`config.mk`:
```
export PLATFORM = sky130hd
export DESIGN_NAME = dr_serial_addsub
export DESIGN_NICKNAME = d
export VERILOG_FILES = /design/src/rtl/dr_serial_pkg.sv /design/src/rtl/dr_thresh_gate.sv /design/src/rtl/dr_serial_ctrl.sv /design/src/rtl/dr_serial_dp.sv /design/src/rtl/dr_serial_addsub.sv
export SDC_FILE = /design/constraint.sdc
export NUM_CORES = 1
export LEC_CHECK = 0
export BUFFER_PORTS_ARGS = -buffer_cell sky130_fd_sc_hd__buf_2
export CAP_MARGIN = 15
export CORE_AREA = 3 3 40 42
export DETAILED_ROUTE_END_ITERATION = 8
export DIE_AREA = 0 0 43 45
export GPL_TIMING_DRIVEN = 0
export PLACE_DENSITY = 0.36
export SYNTH_ARGS = -nofsm -noshare
export SYNTH_HDL_FRONTEND = slang
export SYNTH_SLANG_ARGS = --single-unit
```
`constraint.sdc`:
```
create_clock -name clk -period 3.5 [get_ports clk]
set_input_delay 0.525 -clock clk [delete_from_list [all_inputs] [get_ports clk]]
set_output_delay 0.525 -clock clk [all_outputs]
set_load 0.01 [all_outputs]
```
`src/rtl/dr_serial_pkg.sv`:
```
package dr_serial_pkg;
  localparam int RAIL_W = 2;

  typedef enum logic {GATE_HIGH, GATE_LOW} gateKind_e;

  typedef struct packed {
    logic load;   // valid step: update carry, emit sum
    logic fault;  // step with a broken pair
  } strobe_t;
endpackage

```
`src/rtl/dr_thresh_gate.sv`:
```
module dr_thresh_gate
  import dr_serial_pkg::*;
#(
  parameter int        NUM_IN = 2,
  parameter int        THRESH = 2,
  parameter gateKind_e KIND   = GATE_HIGH
) (
  input  logic [NUM_IN-1:0] ins,
  output logic              fire
);
  localparam int CW = $clog2(NUM_IN + 1);
  logic [CW-1:0] tokenCnt;

  assign tokenCnt = CW'($countones(ins));

  generate
    if (KIND == GATE_HIGH) begin : g_high
      assign fire = (tokenCnt >= CW'(THRESH));
    end else begin : g_low
      assign fire = (tokenCnt == CW'(1));
    end
  endgenerate
endmodule

```
`src/rtl/dr_serial_ctrl.sv`:
```
module dr_serial_ctrl
  import dr_serial_pkg::*;
(
  input  logic              clk,
  input  logic              rst,
  input  logic              bitStep,
  input  logic              subMode,
  input  logic [RAIL_W-1:0] pairA,
  input  logic [RAIL_W-1:0] pairB,
  output strobe_t           strb,
  output logic              aBit,
  output logic              bBit,
  output logic              errFlag
);
  logic aValid, bValid;

  assign aValid = pairA[1] ^ pairA[0];
  assign bValid = pairB[1] ^ pairB[0];

  assign strb.load  = bitStep & aValid & bValid;
  assign strb.fault = bitStep & ~(aValid & bValid);

  assign aBit = pairA[1];
  assign bBit = subMode ? pairB[0] : pairB[1];

  always_ff @(posedge clk) begin
    if (rst) errFlag <= 1'b0;
    else if (strb.fault) errFlag <= 1'b1;
  end
endmodule

```
`src/rtl/dr_serial_dp.sv`:
```
module dr_serial_dp
  import dr_serial_pkg::*;
(
  input  logic              clk,
  input  logic              rst,
  input  strobe_t           strb,
  input  logic              aBit,
  input  logic              bBit,
  output logic [RAIL_W-1:0] sumPair,
  output logic              carryQ
);
  logic halfSum, sumBit, carryNext;

  dr_thresh_gate #(.NUM_IN(2), .THRESH(2), .KIND(GATE_LOW)) u_lpAB (
    .ins({aBit, bBit}), .fire(halfSum));

  dr_thresh_gate #(.NUM_IN(2), .THRESH(2), .KIND(GATE_LOW)) u_lpSum (
    .ins({halfSum, carryQ}), .fire(sumBit));

  dr_thresh_gate #(.NUM_IN(3), .THRESH(2), .KIND(GATE_HIGH)) u_hpCarry (
    .ins({aBit, bBit, carryQ}), .fire(carryNext));

  always_ff @(posedge clk) begin
    if (rst) begin
      carryQ  <= 1'b0;
      sumPair <= '0;
    end else if (strb.load) begin
      carryQ  <= carryNext;
      sumPair <= {sumBit, ~sumBit};
    end else begin
      sumPair <= '0;
    end
  end
endmodule

```
`src/rtl/dr_serial_addsub.sv`:
```
module dr_serial_addsub
  import dr_serial_pkg::*;
(
  input  logic       clk,
  input  logic       rst,
  input  logic       bitStep,
  input  logic       subMode,
  input  logic [1:0] pairA,
  input  logic [1:0] pairB,
  output logic [1:0] sumOut,
  output logic       errFlag
);
  strobe_t strb;
  logic    aBit, bBit, carryQ;

  dr_serial_ctrl u_ctrl (
    .clk(clk), .rst(rst), .bitStep(bitStep), .subMode(subMode),
    .pairA(pairA), .pairB(pairB), .strb(strb),
    .aBit(aBit), .bBit(bBit), .errFlag(errFlag));

  dr_serial_dp u_dp (
    .clk(clk), .rst(rst), .strb(strb), .aBit(aBit), .bBit(bBit),
    .sumPair(sumOut), .carryQ(carryQ));
endmodule

```
# After elaboration in Yosys (flattened, before gate mapping)
# Index checks and enable logic that the tools add are counted.
# word_totals
ram_bits,0
word_cells,21
out_inout_bits,3
n_memories,0
rom_bits,0
latchBits,0
inputBits,8
regBits,4
# classes
shifts,0
n_div,0
n_lt_le_gt_ge,1
n_reduce_logical,1
addsub,4
bitwise_logic,9
n_mux,1
eq_ne,2
mul,0
# op_table
cell,n
$add A1 B1 Y2,3
$and A1 B1 Y1,4
$eq A2 B1 Y1 const B,2
$not A1 Y1,3
$add A2 B1 Y2,1
$ge A2 B2 Y1 const B,1
$reduce_or A2 Y1,1
$xor A1 B1 Y1,2
$mux W1,1

# Depth between registers and ports, before layout
# Gate-level depths: netlist of run 1.
# logic_depth
ltp_word,6
mapped_depth,4
ltp_nobuf,4

# Modules after synthesis
# Synthesis of run 1 repeated with hierarchy kept, for this count alone.
# unflattened
hier_cells,22
hier_area_um2,217.7
# modules_own_cells
module,seq_area_each_um2,area_each_um2,cells_each,n_inst
dr_serial_dp,60.1,96.3,7,1
dr_serial_ctrl,20.0,83.8,11,1
dr_thresh_gate (u_dp.u_hpCarry),0.0,20.0,2,1
dr_thresh_gate (u_dp.u_lpAB ...),0.0,8.8,1,2

# Worst setup path before layout of run 1
# Ideal clock, no wire load.
# synth_timing
path_type,input-to-reg
start,input subMode
end,register u_dp.sumPair[1]
setup_time_ns,0.117
stages,3
t_arrival_ns,1.429
setup_slack_ns,1.955
path_cell_list,mux2_2 > fa_1 > nor3b_2
# synth_via
elab_chain_len,5
# synth_lines
element,line_no,text
"start, declared",dr_serial_addsub.sv:7,"input logic subMode,"
$mux W1,dr_serial_ctrl.sv:24,assign bBit = subMode ? pairB[0] : pairB[1];
$add A1 B1 Y2 (implied by the code),dr_thresh_gate.sv:14,assign tokenCnt = CW'($countones(ins));
$eq A2 B1 Y1,dr_thresh_gate.sv:20,assign fire = (tokenCnt == CW'(1));
$add A1 B1 Y2 (implied by the code),dr_thresh_gate.sv:14,
$eq A2 B1 Y1,dr_thresh_gate.sv:20,
via u_dp.sumBit,dr_serial_dp.sv:12,"logic halfSum, sumBit, carryNext;"
"end signal, assigned",dr_serial_dp.sv:29,"sumPair <= {sumBit, ~sumBit};"
"end, declared",dr_serial_dp.sv:9,"output logic [RAIL_W-1:0] sumPair,"
# The timed path passes the listed nets, and every way through them passes these cells.
# A chain may end at the register's enable or synchronous reset.

# Worst setup path after layout of run 1
# Same ends and word-level chain as after synthesis.

==> metrics, run 1 <==
nets between 40 and 50; initial antenna violation count 0; gr usage total around 5.6%; RSZ-0062 raised after global routing false; hold buffer count at cts 0; clk_skew ~0.0014 ns; Place WS ~1.8 ns; Worst Path Required ~3.6 ns; Rows 13; die width roughly 43 um; leak pwr 0.1329 nW; Setup crit start kind primary input; n_diodes 0; CTS clk-pin slew, worst paths 0.04 ns; post-route setup slack roughly 2.1 ns; Ys Warns 0; Area Overhead vs Synth 44.51%; area share of the largest cell type after synthesis between 30% and 40%; post-synth top area cell dfxtp_1; Fin Hold WS ~0.45 ns; sequential share of the synthesized area around two fifths; Setup Buffers After CTS 0; Worst-Margin Slew between 0.15 and 0.2 ns; Yosys reg bits 4; Area after DPL ~270 sq um; gpl congestion 0.7188; Peak VDD IR roughly 0.000079 V; Layout Cell Area excl Fill a little under 300 sq um; Critical-path top delay cell fa_1; Final ANT Viol Nets 0; Mean Syn Cell Area 10.26 sq um; total power 0.1247 mW; max cap viols 0; die height roughly 45 um; Post-Place Cells 45; Initial Utilization approximately 16%; vias per std cell a little under 4; Hold Path Class reg2reg; cts bufs inserted 3; Hold Fails Final Rpt 0; post-CTS resize count 0; I/O Buffers 10; Starting DRT DRC Count 2; I/O pins 11; minimum clock period about 1.4 ns; Mapped Area around 210 sq um; fin util between 20% and 30%; final non-filler cell total 48; Setup crit end kind register; WL/cell approximately 9.0 um; DRC viols 0; cell-by-cell trace of the critical path buf_2 -> mux2_2 -> fa_1 -> nor3b_2; Max H-tree Level 1; routed wire length 431 um; Tcrit/Tclk final around two fifths; CTS sink cnt 4; CP Max Fanout 2; Root Driver clkbuf_4; fmax roughly 700 MHz; Max clock buf depth 2; cell count after synthesis 20; largest net degree at the start of global routing 5; outcome finished, final reports clean; GRT overflow 0; vias in the first global route ~200; crit path DAT 1.54 ns; critical path class in2reg; first-pass GRT wire length 724 um; max incr delay on CP 0.44 ns; Setup TNS Final 0 ns; CTS tree yes; drt pass-1 iters 2; full die area approximately 1900 sq um; post-synth cell types 13; max-slew violation count 0; share of cells above drive strength 1 around 45%; DR vias approximately 190; Clock Latency Late Sink around 0.23 ns; ranking of synthesized cells by area dfxtp_1, fa_1, xnor2_1; Core Region roughly 1300 sq um; syn_nets 29; setup violators final 0; PwrDens between 400 and 500 nW/um^2; Max-slew headroom around 87%
[layer usage]
| metal | up-vias | global-route usage, % | wire, um |
|---|---|---|---|
| li1 | 95 | - | - |
| met1 | 81 | 5.072 | 194 |
| met2 | 11 | 7.784 | 168 |
| met3 | 0 | 4.382 | 68 |
| met4 | 0 | 5.422 | 0 |
| met5 | - | 0 | 0 |
[registers in the layout (all words and copies together) (netlist names)]
| signal | count |
|---|---|
| u_dp.sumPair | 2 |
| u_ctrl.errFlag | 1 |
| u_dp.carryQ | 1 |
[where the power goes]
group          internal, mW  switching [mW]  total [mW]
registers            0.0480        0.000886      0.0488
logic                0.0104          0.0108      0.0212
clock network        0.0382          0.0164      0.0546
[cells by family after synthesis]
| logic type | share of synthesized area [%] |
|---|---|
| compound gates | 10.97 |
| xor+xnor | 17.08 |
| simple gates | 14.02 |
| flops | 39.03 |
| buf+inv | 3.660 |
| mux | 5.487 |
| fa+ha+maj | 9.756 |
[placed cells by master, fill, tap and decap left out, drive strengths merged]
cell type	synthesis	final
a21oi	2	2
buf	0	10
clkbuf	0	3
dfxtp	4	4
fa	1	1
inv	2	2
mux2	1	1
nand3	1	1
nand4	1	1
nor3	1	1
nor3b	1	1
o21ai	1	1
o31ai	1	1
xnor2	2	2
xor2	2	2
[final timing paths]
check | startpoint | end | slack [ns] | cells past startpoint
worst max-delay path | subMode | u_dp.sumPair[1]$_SDFF_PP0_ | 2.08 | 4
worst min-delay path | u_ctrl.errFlag$_SDFFE_PP0P_ | u_ctrl.errFlag$_SDFFE_PP0P_ | 0.45 | 2
worst max register to register | u_dp.carryQ$_SDFFE_PP0P_ | u_dp.sumPair[1]$_SDFF_PP0_ | 2.44 | 2
worst min register to register | u_ctrl.errFlag$_SDFFE_PP0P_ | u_ctrl.errFlag$_SDFFE_PP0P_ | 0.45 | 2
[synthesized netlist by cell type]
library cell / instances
o21ai_0: 1
o31ai_1: 1
dfxtp_1: 4
nor3b_2: 1
fa_1: 1
nand4_1: 1
xor2_1: 2
nand3_1: 1
xnor2_1: 2
a21oi_1: 2
mux2_2: 1
nor3_1: 1
inv_1: 2
[area by class of cell]
cell class | count | area (sq um)
repair buffers | 10 | 50.05
inverters | 2 | 7.507
flip-flops and latches | 4 | 80.08
multi-input cells | 14 | 117.6
well taps | 15 | 18.77
clock buffers | 3 | 22.52
fillers | 140 | 988.4
[worst max-delay path: cells and delay by family]
family                     cells  cell delay [ns]
and+or+nand+nor                1             0.16
muxes                          1             0.33
buffers and inverters          1             0.08
adders and majority gates      1             0.44
Power figures use the tool's default switching activity.
==> run 2, diff against run 1 <==
- PLACE_DENSITY: 0.36 -> 0.37
- clock period: 3.5 -> 1.2 ns (I/O delays scaled with it)
==> metrics, run 2 (synthesis gave the netlist of run 1 again) <==
minimum clock period 1.079 ns; Critical Path End u_dp.sumPair[1]$_SDFF_PP0_; Setup crit start kind primary input; Final ANT Viol Nets 0; most common cell after layout, fill and taps aside buf_2; post-CTS resize count 0; reg2reg path depth 2; Hold Path Class in2reg; Tcrit/Tclk final around nine tenths; max reg flops 2; n_diodes 0; Setup Buffers After CTS 0; critical path class in2reg; Fin Hold WS 0.1677 ns; clk_skew 0.003435 ns; I/O Buffers 10; crit path DAT 1.20 ns; die height between 40 and 50 um; nets 44; Core Region roughly 1300 sq um; I/O pins 11; Starting DRT DRC Count 1; CP Max Fanout 2; max cap viols 0; die width 43 um; CTS sink cnt 4; max-slew violation count 0; Setup crit start subMode; Rows 13; Max-slew headroom 86.93%; final non-filler cell total 48; Post-Place Cells 45; GRT overflow 0; RR Endpoint u_dp.sumPair[1]$_SDFF_PP0_; leak pwr about 0.13 nW; Root Driver clkbuf_4; largest net degree at the start of global routing 5; Setup crit end kind register; RSZ-0062 raised after global routing false; gpl congestion approximately 0.64; largest registers u_dp.sumPair: 2 flops, u_ctrl.errFlag: 1 flops, u_dp.carryQ: 1 flops; share of cells above drive strength 1 between 40% and 50%; Clock Latency Late Sink around 0.23 ns; most frequent cells in the layout buf_2, dfxtp_1, clkbuf_4; R2R setup slack around 0.13 ns; CTS tree yes; Initial Utilization between 10% and 20%; total power ~0.37 mW; routed wire length 419 um; Worst-Margin Slew between 0.15 and 0.2 ns; vias per std cell 3.771; outcome finished, final reports clean; Layout Cell Area excl Fill between 200 and 300 sq um; fin util between 20% and 30%; Area Overhead vs Synth 44.51%; Max H-tree Level 1; cts bufs inserted 3; setup violators final 0; gr usage total ~5.2%; drt pass-1 iters 2; PwrDens between 1000 and 1500 nW/um^2; vias in the first global route between 150 and 200; WL/cell approximately 8.7 um; DRC viols 0; first-pass GRT wire length about 660 um; Hold Fails Final Rpt 0; Peak VDD IR 0.0002547 V; worst reg2reg startpoint u_dp.carryQ$_SDFFE_PP0P_; fmax 926.7 MHz; Area after DPL roughly 270 sq um; Worst Path Required about 1.3 ns; most flop-heavy register u_dp.sumPair; DR vias 181; Max clock buf depth 2; initial antenna violation count 0; hold buffer count at cts 0; full die area around 1900 sq um; CTS clk-pin slew, worst paths roughly 0.040 ns
run 2: cell counts in the layout (fill, tap and decap cells not counted):
Identical to the previous run, type by type.
run 2: routing by layer:
metal  GRT usage [%]  part of all wire, %
met4           7.229                  1.2
met2           5.988                   36
met5               0                    0
met1           5.085                   43
met3           3.586                   19
run 2: worst max-delay path, cell delays in order:
cell,delay (ns)
buf_2,0.08
mux2_2,0.33
fa_1,0.44
nor3b_2,0.16
run 2: power by group:
part	internal (mW)	switching (mW)
Sequential	0.140	0.00239
Clock	0.112	0.0508
Combinational	0.0306	0.0313
run 2: area by class of cell:
class / count / area (sq um)
Clock buffer: 3 / 22.52
Fill cell: 151 / 988.4
Inverter: 2 / 7.507
Sequential cell: 4 / 80.08
Timing Repair Buffer: 10 / 50.05
Tap cell: 15 / 18.77
Multi-Input combinational cell: 14 / 117.6
run 2: worst min path at each step:
stage	start	end	cells past startpoint
global route	rst	u_dp.carryQ$_SDFFE_PP0P_	2
floorplan	rst	u_ctrl.errFlag$_SDFFE_PP0P_	1
CTS	rst	u_dp.carryQ$_SDFFE_PP0P_	2
global placement	rst	u_ctrl.errFlag$_SDFFE_PP0P_	2
finish	rst	u_dp.carryQ$_SDFFE_PP0P_	2
detailed placement	rst	u_ctrl.errFlag$_SDFFE_PP0P_	2
run 2: per-stage QoR:
stage	setup WS [ns]	setup TNS (ns)
after floorplan	-0.0003404	-0.0003404
after global placement	-0.1176	-0.2210
after detailed placement	-0.1129	-0.2348
after CTS	0.1286	0
after global routing	0.09673	0
final	0.1209	0
